File: src/rtl/evt_pkg.sv
// Package: shared event class type for the acceptance controller.
// Assumes: one class is chosen per cycle, CLS_NONE when idle.
package evt_pkg;
    typedef enum logic [2:0] {
        CLS_NONE = 3'd0,
        CLS_IRQ  = 3'd1,
        CLS_EXC  = 3'd2,
        CLS_CRIT = 3'd3,
        CLS_DBG  = 3'd4
    } evt_class_e;
endpackage

File: src/rtl/evt_first_set.sv
// Module: finds the lowest-index set bit of a request vector.
// Assumes: W >= 1; idx is zero when nothing is set.
module evt_first_set #(
    parameter int W  = 4,
    localparam int IW = (W > 1) ? $clog2(W) : 1
) (
    input  logic [W-1:0]  req,
    output logic          found,
    output logic [IW-1:0] idx
);
    // Scan from the top down so that the lowest set index is kept last.
    always_comb begin
        found = |req;
        idx   = '0;
        for (int i = W - 1; i >= 0; i--) begin
            if (req[i]) idx = IW'(i);
        end
        if (found) begin
            assert_pick_valid_R2: assert (req[idx]);
        end
    end
endmodule

File: src/rtl/evt_mask_set.sv
// Module: builds the mask bits to set for an accepted event class.
// Assumes: layout [NUM_IRQ-1:0] levels, then exception, global, debug.
module evt_mask_set #(
    parameter int NUM_IRQ = 4,
    localparam int LW     = (NUM_IRQ > 1) ? $clog2(NUM_IRQ) : 1,
    localparam int MW     = NUM_IRQ + 3
) (
    input  evt_pkg::evt_class_e cls,
    input  logic [LW-1:0]       lvl,
    output logic [MW-1:0]       set_bits
);
    import evt_pkg::*;

    // One term per interrupt level: that level and every lower one.
    for (genvar i = 0; i < NUM_IRQ; i++) begin : g_lvl
        assign set_bits[i] = ((cls == CLS_IRQ) && (lvl >= LW'(i)))
                           || (cls == CLS_CRIT) || (cls == CLS_DBG);
    end

    // Exception and global masks: set by exceptions and anything above.
    assign set_bits[NUM_IRQ]     = (cls == CLS_EXC) || (cls == CLS_CRIT) || (cls == CLS_DBG);
    assign set_bits[NUM_IRQ + 1] = (cls == CLS_EXC) || (cls == CLS_CRIT) || (cls == CLS_DBG);
    // Debug mask: only debug acceptance sets it.
    assign set_bits[NUM_IRQ + 2] = (cls == CLS_DBG);
endmodule

File: src/rtl/evt_accept_ctrl.sv
// Module: top of the event acceptance controller. It picks the highest
// priority eligible event each cycle, strobes it out at once and updates
// the registered mask vector on the next edge.
// Assumes: sources hold their requests until they see evt_accept; the
// mask write port and acceptance may coincide (their bits are ORed).
module evt_accept_ctrl #(
    parameter int NUM_IRQ        = 4,
    parameter int NUM_EXC        = 4,
    parameter int NUM_CRIT       = 4,
    parameter int ADDR_W         = 32,
    parameter logic [ADDR_W-1:0] HANDLER_BASE = 32'h0000_1000,
    parameter int HANDLER_STRIDE = 4,
    parameter logic [NUM_IRQ+2:0] MASK_RST = {1'b0, {(NUM_IRQ + 2){1'b1}}},
    localparam int MASK_W = NUM_IRQ + 3,
    localparam int EXC_B  = NUM_IRQ,
    localparam int GLB_B  = NUM_IRQ + 1,
    localparam int DBG_B  = NUM_IRQ + 2,
    localparam int NUM_EV = 1 + NUM_CRIT + NUM_EXC + NUM_IRQ,
    localparam int ID_W   = $clog2(NUM_EV),
    localparam int MODE_W = $clog2(NUM_IRQ + 4)
) (
    input  logic                clk,
    input  logic                rst_n,
    input  logic [NUM_IRQ-1:0]  irq_req,
    input  logic [NUM_EXC-1:0]  exc_req,
    input  logic [NUM_CRIT-1:0] crit_req,
    input  logic                dbg_req,
    input  logic                mask_we,
    input  logic [MASK_W-1:0]   mask_wdata,
    output logic                evt_accept,
    output logic [ID_W-1:0]     evt_id,
    output logic [MODE_W-1:0]   evt_mode,
    output logic [ADDR_W-1:0]   evt_handler,
    output logic [MASK_W-1:0]   mask_q
);
    import evt_pkg::*;

    localparam int LW = (NUM_IRQ > 1) ? $clog2(NUM_IRQ) : 1;
    localparam int EW = (NUM_EXC > 1) ? $clog2(NUM_EXC) : 1;
    localparam int CW = (NUM_CRIT > 1) ? $clog2(NUM_CRIT) : 1;

    logic [NUM_IRQ-1:0] irq_ok;
    logic [NUM_IRQ-1:0] irq_rev;
    logic [NUM_EXC-1:0] exc_ok;
    logic               dbg_ok;
    logic               irq_found, exc_found, crit_found;
    logic [LW-1:0]      irq_ridx, irq_lvl;
    logic [EW-1:0]      exc_idx;
    logic [CW-1:0]      crit_idx;
    evt_class_e         cls;
    logic [MASK_W-1:0]  set_bits;

    // Eligibility of each interrupt level: own mask and global mask clear.
    for (genvar i = 0; i < NUM_IRQ; i++) begin : g_irq
        assign irq_ok[i]                = irq_req[i] & ~mask_q[i] & ~mask_q[GLB_B];
        assign irq_rev[NUM_IRQ - 1 - i] = irq_ok[i];
    end

    // Exceptions are gated by the exception mask only; debug by its own.
    assign exc_ok = exc_req & {NUM_EXC{~mask_q[EXC_B]}};
    assign dbg_ok = dbg_req & ~mask_q[DBG_B];

    evt_first_set #(.W(NUM_IRQ)) u_pick_irq (
        .req(irq_rev), .found(irq_found), .idx(irq_ridx)
    );
    evt_first_set #(.W(NUM_EXC)) u_pick_exc (
        .req(exc_ok), .found(exc_found), .idx(exc_idx)
    );
    evt_first_set #(.W(NUM_CRIT)) u_pick_crit (
        .req(crit_req), .found(crit_found), .idx(crit_idx)
    );

    // Reversed pick index back to the interrupt level number.
    assign irq_lvl = LW'(NUM_IRQ - 1) - irq_ridx;

    // Class arbitration and identifier / mode selection.
    always_comb begin
        cls      = CLS_NONE;
        evt_id   = '0;
        evt_mode = '0;
        if (dbg_ok) begin
            cls      = CLS_DBG;
            evt_id   = '0;
            evt_mode = MODE_W'(NUM_IRQ + 3);
        end else if (crit_found) begin
            cls      = CLS_CRIT;
            evt_id   = ID_W'(1) + ID_W'(crit_idx);
            evt_mode = MODE_W'(NUM_IRQ + 2);
        end else if (exc_found) begin
            cls      = CLS_EXC;
            evt_id   = ID_W'(1 + NUM_CRIT) + ID_W'(exc_idx);
            evt_mode = MODE_W'(NUM_IRQ + 1);
        end else if (irq_found) begin
            cls      = CLS_IRQ;
            evt_id   = ID_W'(1 + NUM_CRIT + NUM_EXC) + ID_W'(irq_ridx);
            evt_mode = MODE_W'(irq_lvl) + MODE_W'(1);
        end
    end

    assign evt_accept = (cls != CLS_NONE);

    // Handler address: fixed base plus a slot per identifier.
    assign evt_handler = evt_accept
        ? HANDLER_BASE + ADDR_W'(evt_id) * ADDR_W'(HANDLER_STRIDE)
        : '0;

    evt_mask_set #(.NUM_IRQ(NUM_IRQ)) u_mask_set (
        .cls(cls), .lvl(irq_lvl), .set_bits(set_bits)
    );

    // Mask register: software write, then acceptance bits ORed on top.
    always_ff @(posedge clk) begin
        if (!rst_n) mask_q <= MASK_RST;
        else        mask_q <= (mask_we ? mask_wdata : mask_q) | set_bits;
    end

    // A critical request wins unless unmasked debug is present.
    assert_crit_unmasked_R4: assert property (@(posedge clk) disable iff (!rst_n)
        ((|crit_req) && !(dbg_req && !mask_q[DBG_B]))
        |-> (evt_accept && evt_mode == MODE_W'(NUM_IRQ + 2)));

    // An accepted interrupt level had both its level and global masks clear.
    assert_irq_gate_R3: assert property (@(posedge clk) disable iff (!rst_n)
        (evt_accept && evt_mode >= MODE_W'(1) && evt_mode <= MODE_W'(NUM_IRQ))
        |-> (!mask_q[GLB_B] && !mask_q[evt_mode - MODE_W'(1)]));

    // An accepted exception had the exception mask clear.
    assert_exc_gate_R3: assert property (@(posedge clk) disable iff (!rst_n)
        (evt_accept && evt_mode == MODE_W'(NUM_IRQ + 1)) |-> !mask_q[EXC_B]);

    // Exception acceptance leaves exception and global masks set.
    assert_exc_sets_R5: assert property (@(posedge clk) disable iff (!rst_n)
        (evt_accept && evt_mode == MODE_W'(NUM_IRQ + 1)) |=> (mask_q[EXC_B] && mask_q[GLB_B]));

    // Debug acceptance leaves every mask bit set.
    assert_dbg_sets_R5: assert property (@(posedge clk) disable iff (!rst_n)
        (evt_accept && evt_mode == MODE_W'(NUM_IRQ + 3)) |=> (&mask_q));

    // With nothing pending and no write, the mask holds.
    assert_idle_hold_R10: assert property (@(posedge clk) disable iff (!rst_n)
        (!(|irq_req) && !(|exc_req) && !(|crit_req) && !dbg_req && !mask_we)
        |=> $stable(mask_q));

    // Nothing pending means no accept strobe.
    assert_no_spurious_R9: assert property (@(posedge clk) disable iff (!rst_n)
        (!(|irq_req) && !(|exc_req) && !(|crit_req) && !dbg_req) |-> !evt_accept);
endmodule

File: config.mk
export PLATFORM = sky130hd
export DESIGN_NAME = evt_accept_ctrl
export DESIGN_NICKNAME = d
export VERILOG_FILES = /design/src/rtl/evt_pkg.sv /design/src/rtl/evt_first_set.sv /design/src/rtl/evt_mask_set.sv /design/src/rtl/evt_accept_ctrl.sv
export SDC_FILE = /design/constraint.sdc
export NUM_CORES = 1
export LEC_CHECK = 0
export BUFFER_PORTS_ARGS = -buffer_cell sky130_fd_sc_hd__buf_4
export CELL_PAD_IN_SITES_DETAIL_PLACEMENT = 0
export CELL_PAD_IN_SITES_GLOBAL_PLACEMENT = 1
export CORE_MARGIN = 2
export CORE_UTILIZATION = 25
export CTS_CLUSTER_DIAMETER = 50
export DETAILED_ROUTE_END_ITERATION = 16
export PLACE_DENSITY = 0.83
export SYNTH_ARGS = -nofsm -noshare
export SYNTH_HDL_FRONTEND = slang
export SYNTH_SLANG_ARGS = --single-unit
export TNS_END_PERCENT = 5
File: constraint.sdc
create_clock -name clk -period 2.3 [get_ports clk]
set_input_delay 0.46 -clock clk [delete_from_list [all_inputs] [get_ports clk]]
set_output_delay 0.46 -clock clk [all_outputs]
set_load 0.005 [all_outputs]
After elaboration in Yosys (flattened, before gate mapping)
Cells that the tools add are included.
- add/subtract/negate cells: 6
- magnitude comparators: 4
- reduce and logical (&&, ||, !) cells: 18
- mux-type cells: 26
- bitwise gates (word level): 18
- eq/ne operators: 4
- operators with widths (cell ; count):
    $mux W2 ; 14
    $mux W4 ; 4
    $mux W3 ; 5
    $add A13 B6 Y14 const A ; 1
    $mux W14 ; 1
    $reduce_or A4 Y1 ; 3
    $logic_or A1 B1 Y1 ; 10
    $and A1 B1 Y1 ; 9
    $mux W7 ; 1
    $not A1 Y1 ; 7
    $or A7 B7 Y7 ; 1
    $eq A3 B2 Y1 const B ; 2
    $add A3 B2 Y4 const A ; 1
    $add A4 B2 Y4 const A ; 1
    $and A4 B4 Y4 ; 1
    $ge A2 B1 Y1 const B ; 2
    $ge A2 B2 Y1 const B ; 2
    $logic_and A1 B1 Y1 ; 4
    $add A1 B2 Y3 const A ; 1
    $add A2 B1 Y3 const B ; 1
    $eq A3 B1 Y1 const B ; 1
    $eq A3 B3 Y1 const B ; 1
    $reduce_bool A3 Y1 ; 1
    $sub A2 B2 Y2 const A ; 1
    $mux W1 ; 1
- bits in registers: 7
- output and inout port bits: 47
- bits of input ports: 23
- logic and storage cells: 77

Longest topological paths before layout
- word-level depth: 14
- gate-level depth with buffers: 7
- gate-level depth less buffers: 7

Cells and area by module
Synthesis repeated with hierarchy kept, for this count alone.
- cell total of the unflattened synthesis: 132
- area total of the unflattened synthesis: 1008.5 sq um
- by module, submodules not included (module ; cells an instance ; area an instance (sq um) ; times used ; sequential area each (sq um)):
    evt_accept_ctrl ; 98 ; 833.3 ; 1 ; 140.1
    evt_first_set ; 7 ; 35.0 ; 3 ; 0.0
    evt_mask_set ; 13 ; 70.1 ; 1 ; 0.0

Worst setup path before layout
No wires, ideal clock.
- kind: input-to-output
- from: in irq_req[3]
- to: out evt_handler[3]
- arrival time: 1676 ps
- path buffers: 0
- slack: 164 ps
- cell stages on the path: 7
- required time: 1840 ps
- path through: nand2b_1 > nand2b_1 > a211oi_1 > inv_1 > ha_1 > nand3_1 > a31oi_1
- cells in the longest elaborated chain, start to end: 10
- elaborated cells on any way between the ends: 16
- classes of those cells: 2 x add/sub; 10 x mux; 2 x bitwise; 2 x reduce/logical
- ends and longest elaborated chain (item ; RTL line ; text):
    start: declaration ; evt_accept_ctrl.sv:24 ; input logic [NUM_IRQ-1:0] irq_req,
    $and A1 B1 Y1 (*) (2 in series) ; evt_accept_ctrl.sv:55 ; assign irq_ok[i] = irq_req[i] & ~mask_q[i] & ~mask_q[GLB_B];
    $mux W2 ; evt_first_set.sv:16 ; if (req[i]) idx = IW'(i);
    $add A4 B2 Y4 ; evt_accept_ctrl.sv:95 ; evt_id = ID_W'(1 + NUM_CRIT + NUM_EXC) + ID_W'(irq_ridx);
    $mux W4 ; evt_accept_ctrl.sv:93 ; end else if (irq_found) begin
    $mux W4 ; evt_accept_ctrl.sv:89 ; end else if (exc_found) begin
    $mux W4 ; evt_accept_ctrl.sv:85 ; end else if (crit_found) begin
    $mux W4 ; evt_accept_ctrl.sv:81 ; if (dbg_ok) begin
    $add A13 B6 Y14 ; evt_accept_ctrl.sv:104 ; ? HANDLER_BASE + ADDR_W'(evt_id) * ADDR_W'(HANDLER_STRIDE)
    $mux W14 (*) ; evt_accept_ctrl.sv:104 ;
    end: declaration ; evt_accept_ctrl.sv:33 ; output logic [ADDR_W-1:0] evt_handler,
Every way passes the cells marked *; elsewhere a longest branch is shown, timed or not.

Worst setup path after layout
- from: reg mask_q[0]
- to: out evt_id[1]
- cells in the longest elaborated chain, start to end: 12
- elaborated cells on any way between the ends: 13
- classes of those cells: 1 x add/sub; 8 x mux; 3 x bitwise; 1 x reduce/logical
- ends and longest elaborated chain (item ; RTL line ; text):
    start: declaration ; evt_accept_ctrl.sv:34 ; output logic [MASK_W-1:0] mask_q
    start signal: assignment ; evt_accept_ctrl.sv:114 ; else mask_q <= (mask_we ? mask_wdata : mask_q) | set_bits;
    $not A1 Y1 (*) ; evt_accept_ctrl.sv:55 ;
    $and A1 B1 Y1 (*) (2 in series) ; evt_accept_ctrl.sv:55 ;
    $mux W2 (4 in series) ; evt_first_set.sv:16 ;
    $add A4 B2 Y4 ; evt_accept_ctrl.sv:95 ;
    $mux W4 (*) ; evt_accept_ctrl.sv:93 ;
    $mux W4 (*) ; evt_accept_ctrl.sv:89 ;
    $mux W4 (*) ; evt_accept_ctrl.sv:85 ;
    $mux W4 (*) ; evt_accept_ctrl.sv:81 ;
    end: declaration ; evt_accept_ctrl.sv:31 ; output logic [ID_W-1:0] evt_id,
Marked as above.

==> run summary <==
===============================================================================================
Final Wtd Congestion                                                                      0.669
Mean instance size in the synthesized netlist                                          7.66 um2
Switching portion of total power                                                          0.293
Wire length of the first global-routing pass                                            3.34 mm
Largest registers in the final layout                                              mask_q: 7 flops
DIE AREA                                                                               3980 um2
I/O pin count                                                                                70
Largest family of logic cells by synthesized area                                  buffers and inverters
Clock input transition at the sequential cells of the worst setup and hold paths        0.06 ns
Max-slew violation count                                                                      0
Register with the most flip-flops                                                        mask_q
Clock insertion delay at the later pin of the skew report                               0.26 ns
Data required time of the critical path                                                 1.84 ns
Fraction of the cycle the final worst path needs                                          0.966
DR WL/cell                                                                              10.8 um
Yosys warnings                                                                                0
Final clock skew                                                                     0.00684 ns
Maximum net fanout on the critical path                                                       4
Relative contribution of sequential cells to total power                                  0.356
Clock period minus final worst setup slack                                              2.22 ns
Nets                                                                                        192
Max IR drop VDD                                                                        0.132 mV
Flip-flop and latch count after synthesis                                                     7
Post-synthesis mux area share                                                            0.0802
Flip-flop count of the largest register after layout                                          7
Die W                                                                                   63.1 um
Post-DP HPWL                                                                            1.80 mm
Max-cap violations                                                                            0
Layout cell share with drive strength beyond 1                                            0.405
Util after Layout                                                                         0.385
Share of synthesized cell area in and, or, nand and nor gates                             0.193
Initial DRC count                                                                             9
Net Sw Power                                                                             102 uW
Reg-to-reg setup timing slack                                                           0.88 ns
Xor/xnor cell area share of the yosys netlist                                                 0
DRC errors left                                                                               0
Area fraction in compound gates after synthesis                                           0.211
Leading cell type in the layout, fill and taps excluded                            sky130_fd_sc_hd__buf_4
Initial Util                                                                              0.262
F_max                                                                                   450 MHz
Cell Area, Synth                                                                        873 um2
Power Total                                                                              349 uW
Layout Cell Area excl Fill                                                             1280 um2
Proportion of synthesized chip area in sequential cells                                   0.160
Most frequent cells in the layout                                                  sky130_fd_sc_hd__buf_4 (48), sky130_fd_sc_hd__conb_1 (27), sky130_fd_sc_hd__nor2_1 (7), sky130_fd_sc_hd__nand2_1 (7), sky130_fd_sc_hd__mux2i_1 (7)
Largest buffer count on any clock path                                                        2
Unique cell type count in the Yosys netlist                                                  32
# placed instances                                                                          204
Area Overhead vs Synth                                                                    47.1%
Adder and majority gate portion of the synthesized area                                  0.0716
CP max stage delay                                                                      0.34 ns
Fraction of post-synthesis cell area in the top cell type by area                         0.249
Power Internal                                                                           246 uW
Synth area leaders                                                                 sky130_fd_sc_hd__buf_4 (25%), sky130_fd_sc_hd__dfxtp_1 (16%), sky130_fd_sc_hd__mux2i_1 (8.0%), sky130_fd_sc_hd__ha_1 (7.2%), sky130_fd_sc_hd__nand2b_1 (4.3%)
Number of buffers created by CTS                                                              3
Result of the run                                                                     completed
Pin count of the biggest net entering global routing                                         10
Slowest CP cell                                                                    sky130_fd_sc_hd__dfxtp_1
Number of core rows                                                                          21
Post-place instance area                                                               1170 um2
Quantity of hold-fixing buffers added after cts                                               0
Min-Delay Path Class                                                                     in2reg
Antenna cell count                                                                            0
Remaining antenna violation count after routing                                               0
Cell type contributing the most total cell area after synthesis                    sky130_fd_sc_hd__buf_4
Part of the power in the clock network                                                    0.331
CP cell instances                                                                  nand2b_4 -> a211oi_2 -> inv_1 -> ha_4 -> nand3_4 -> a31oi_1 -> buf_4
CTS tree                                                                                   done
Final setup violation count                                                                   0
H-tree lvl count                                                                              1
Leakage dissipation                                                                 0.000641 uW
Depth of the worst register-to-register path                                                  6
Overall global routing resource usage                                                     0.104
Non-filler cells, final                                                                     209
Total power divided by cell area                                                     271 nW/um2
Standard cell core area                                                                3340 um2
Wire length reported by the detailed router                                             2.25 mm
Die outline height                                                                      63.1 um
First-pass iteration count of the detailed router                                             4
Logic gate share of total power                                                           0.313
Arr. time, crit path                                                                    1.76 ns
Setup tns final                                                                            0 ns
Final hold viol count                                                                         0
Port Buffers                                                                                 42
Worst r2r src                                                                         mask_q[1]
Capturing element type of the critical path                                          output pin
Cell at the root of the clock tree                                                 sky130_fd_sc_hd__clkbuf_4
Vias in the first global route                                                              788
Unrepaired setup endpoints after global routing                                             yes
Setup crit start kind                                                                      flop
Synth Instances                                                                             114
HP Start                                                                                  rst_n
Crit Path Category                                                                      reg2out
Worst setup path start                                                                mask_q[0]
Hold Path Stages                                                                              2
Total number of clock tree sinks                                                              7
Vias post-DR                                                                                862
Overall overflow remaining after global route                                                 0
Ratio of routed vias to standard cells                                                     4.12
Number of antenna violations at the first check in global routing                             0
===============================================================================================
==> power by group through the flow <==
stage	combinational (uW)	clock (uW)	sequential, uW
4_1_cts	107	118	125
3_3_place_gp	105	0	127
6_report	109	116	124
5_1_grt	121	125	124
3_5_place_dp	106	0	127
2_1_floorplan	77.6	0	127
==> final timing paths <==
path	to
max	evt_id[1]
min	mask_q[0]
max reg2reg	mask_q[1]
min reg2reg	mask_q[3]
==> final cells by class <==
| class | instances | area [um2] |
|---|---|---|
| inverters | 6 | 22.5 |
| flip-flops and latches | 7 | 146 |
| fillers | 365 | 2050 |
| repair buffers | 49 | 372 |
| multi-input cells | 97 | 661 |
| clock buffers | 4 | 26.3 |
| well taps | 46 | 57.6 |
==> synthesized netlist by cell type <==
library cell / n
sky130_fd_sc_hd__a211oi_1: 1
sky130_fd_sc_hd__a21bo_2: 1
sky130_fd_sc_hd__a21boi_0: 1
sky130_fd_sc_hd__a21o_1: 1
sky130_fd_sc_hd__a21oi_1: 6
sky130_fd_sc_hd__a31oi_1: 5
sky130_fd_sc_hd__a41oi_2: 1
sky130_fd_sc_hd__and2_1: 1
sky130_fd_sc_hd__and3_1: 1
sky130_fd_sc_hd__buf_4: 29
sky130_fd_sc_hd__clkbuf_1: 1
sky130_fd_sc_hd__conb_1: 1
sky130_fd_sc_hd__dfxtp_1: 7
sky130_fd_sc_hd__ha_1: 5
sky130_fd_sc_hd__inv_1: 6
sky130_fd_sc_hd__mux2i_1: 7
sky130_fd_sc_hd__nand2_1: 7
sky130_fd_sc_hd__nand2b_1: 6
sky130_fd_sc_hd__nand3_1: 2
sky130_fd_sc_hd__nand4_1: 1
sky130_fd_sc_hd__nor2_1: 7
sky130_fd_sc_hd__nor2b_1: 1
sky130_fd_sc_hd__nor3_1: 2
sky130_fd_sc_hd__nor4_1: 1
sky130_fd_sc_hd__nor4_4: 1
sky130_fd_sc_hd__o2111ai_1: 3
sky130_fd_sc_hd__o211ai_1: 1
sky130_fd_sc_hd__o21a_1: 1
sky130_fd_sc_hd__o21ai_0: 4
sky130_fd_sc_hd__o21ai_1: 1
sky130_fd_sc_hd__o31ai_1: 1
sky130_fd_sc_hd__or2_2: 1
==> cell families after synthesis <==
| family | after synthesis |
|---|---|
| buf+inv | 36 |
| mux | 7 |
| simple gates | 31 |
| other cells | 1 |
| flops | 7 |
| compound gates | 27 |
| fa+ha+maj | 5 |
==> per-stage QoR <==
step	worst slack, ns	hold slack (ns)
floorplan	0.164	0.505
global placement	-0.0298	0.517
detailed placement	0.000202	0.510
CTS	0.00358	0.423
global route	-0.0289	0.427
finish	0.0792	0.424
==> critical path, delay by kind of cell (launching register included) <==
kind	cells	cell delay, ns
AO/OA/AOI/OAI	2	0.41
flip-flops	1	0.34
adder cells (fa/ha/maj)	1	0.28
AND/OR/NAND/NOR	2	0.24
buffers and inverters	2	0.23
==> layer usage <==
metal / routed length, um / track usage
met5: 0 / 0
met4: 12 / 0.0250
met3: 140 / 0.0321
met2: 1230 / 0.185
met1: 864 / 0.122
==> timing repair <==
action	in CTS	in global routing
resized for setup	4	12
pin swaps	2	3
endpoints found under the setup margin	2	7
buffers inserted	0	1
Power figures use the tool's default switching activity.
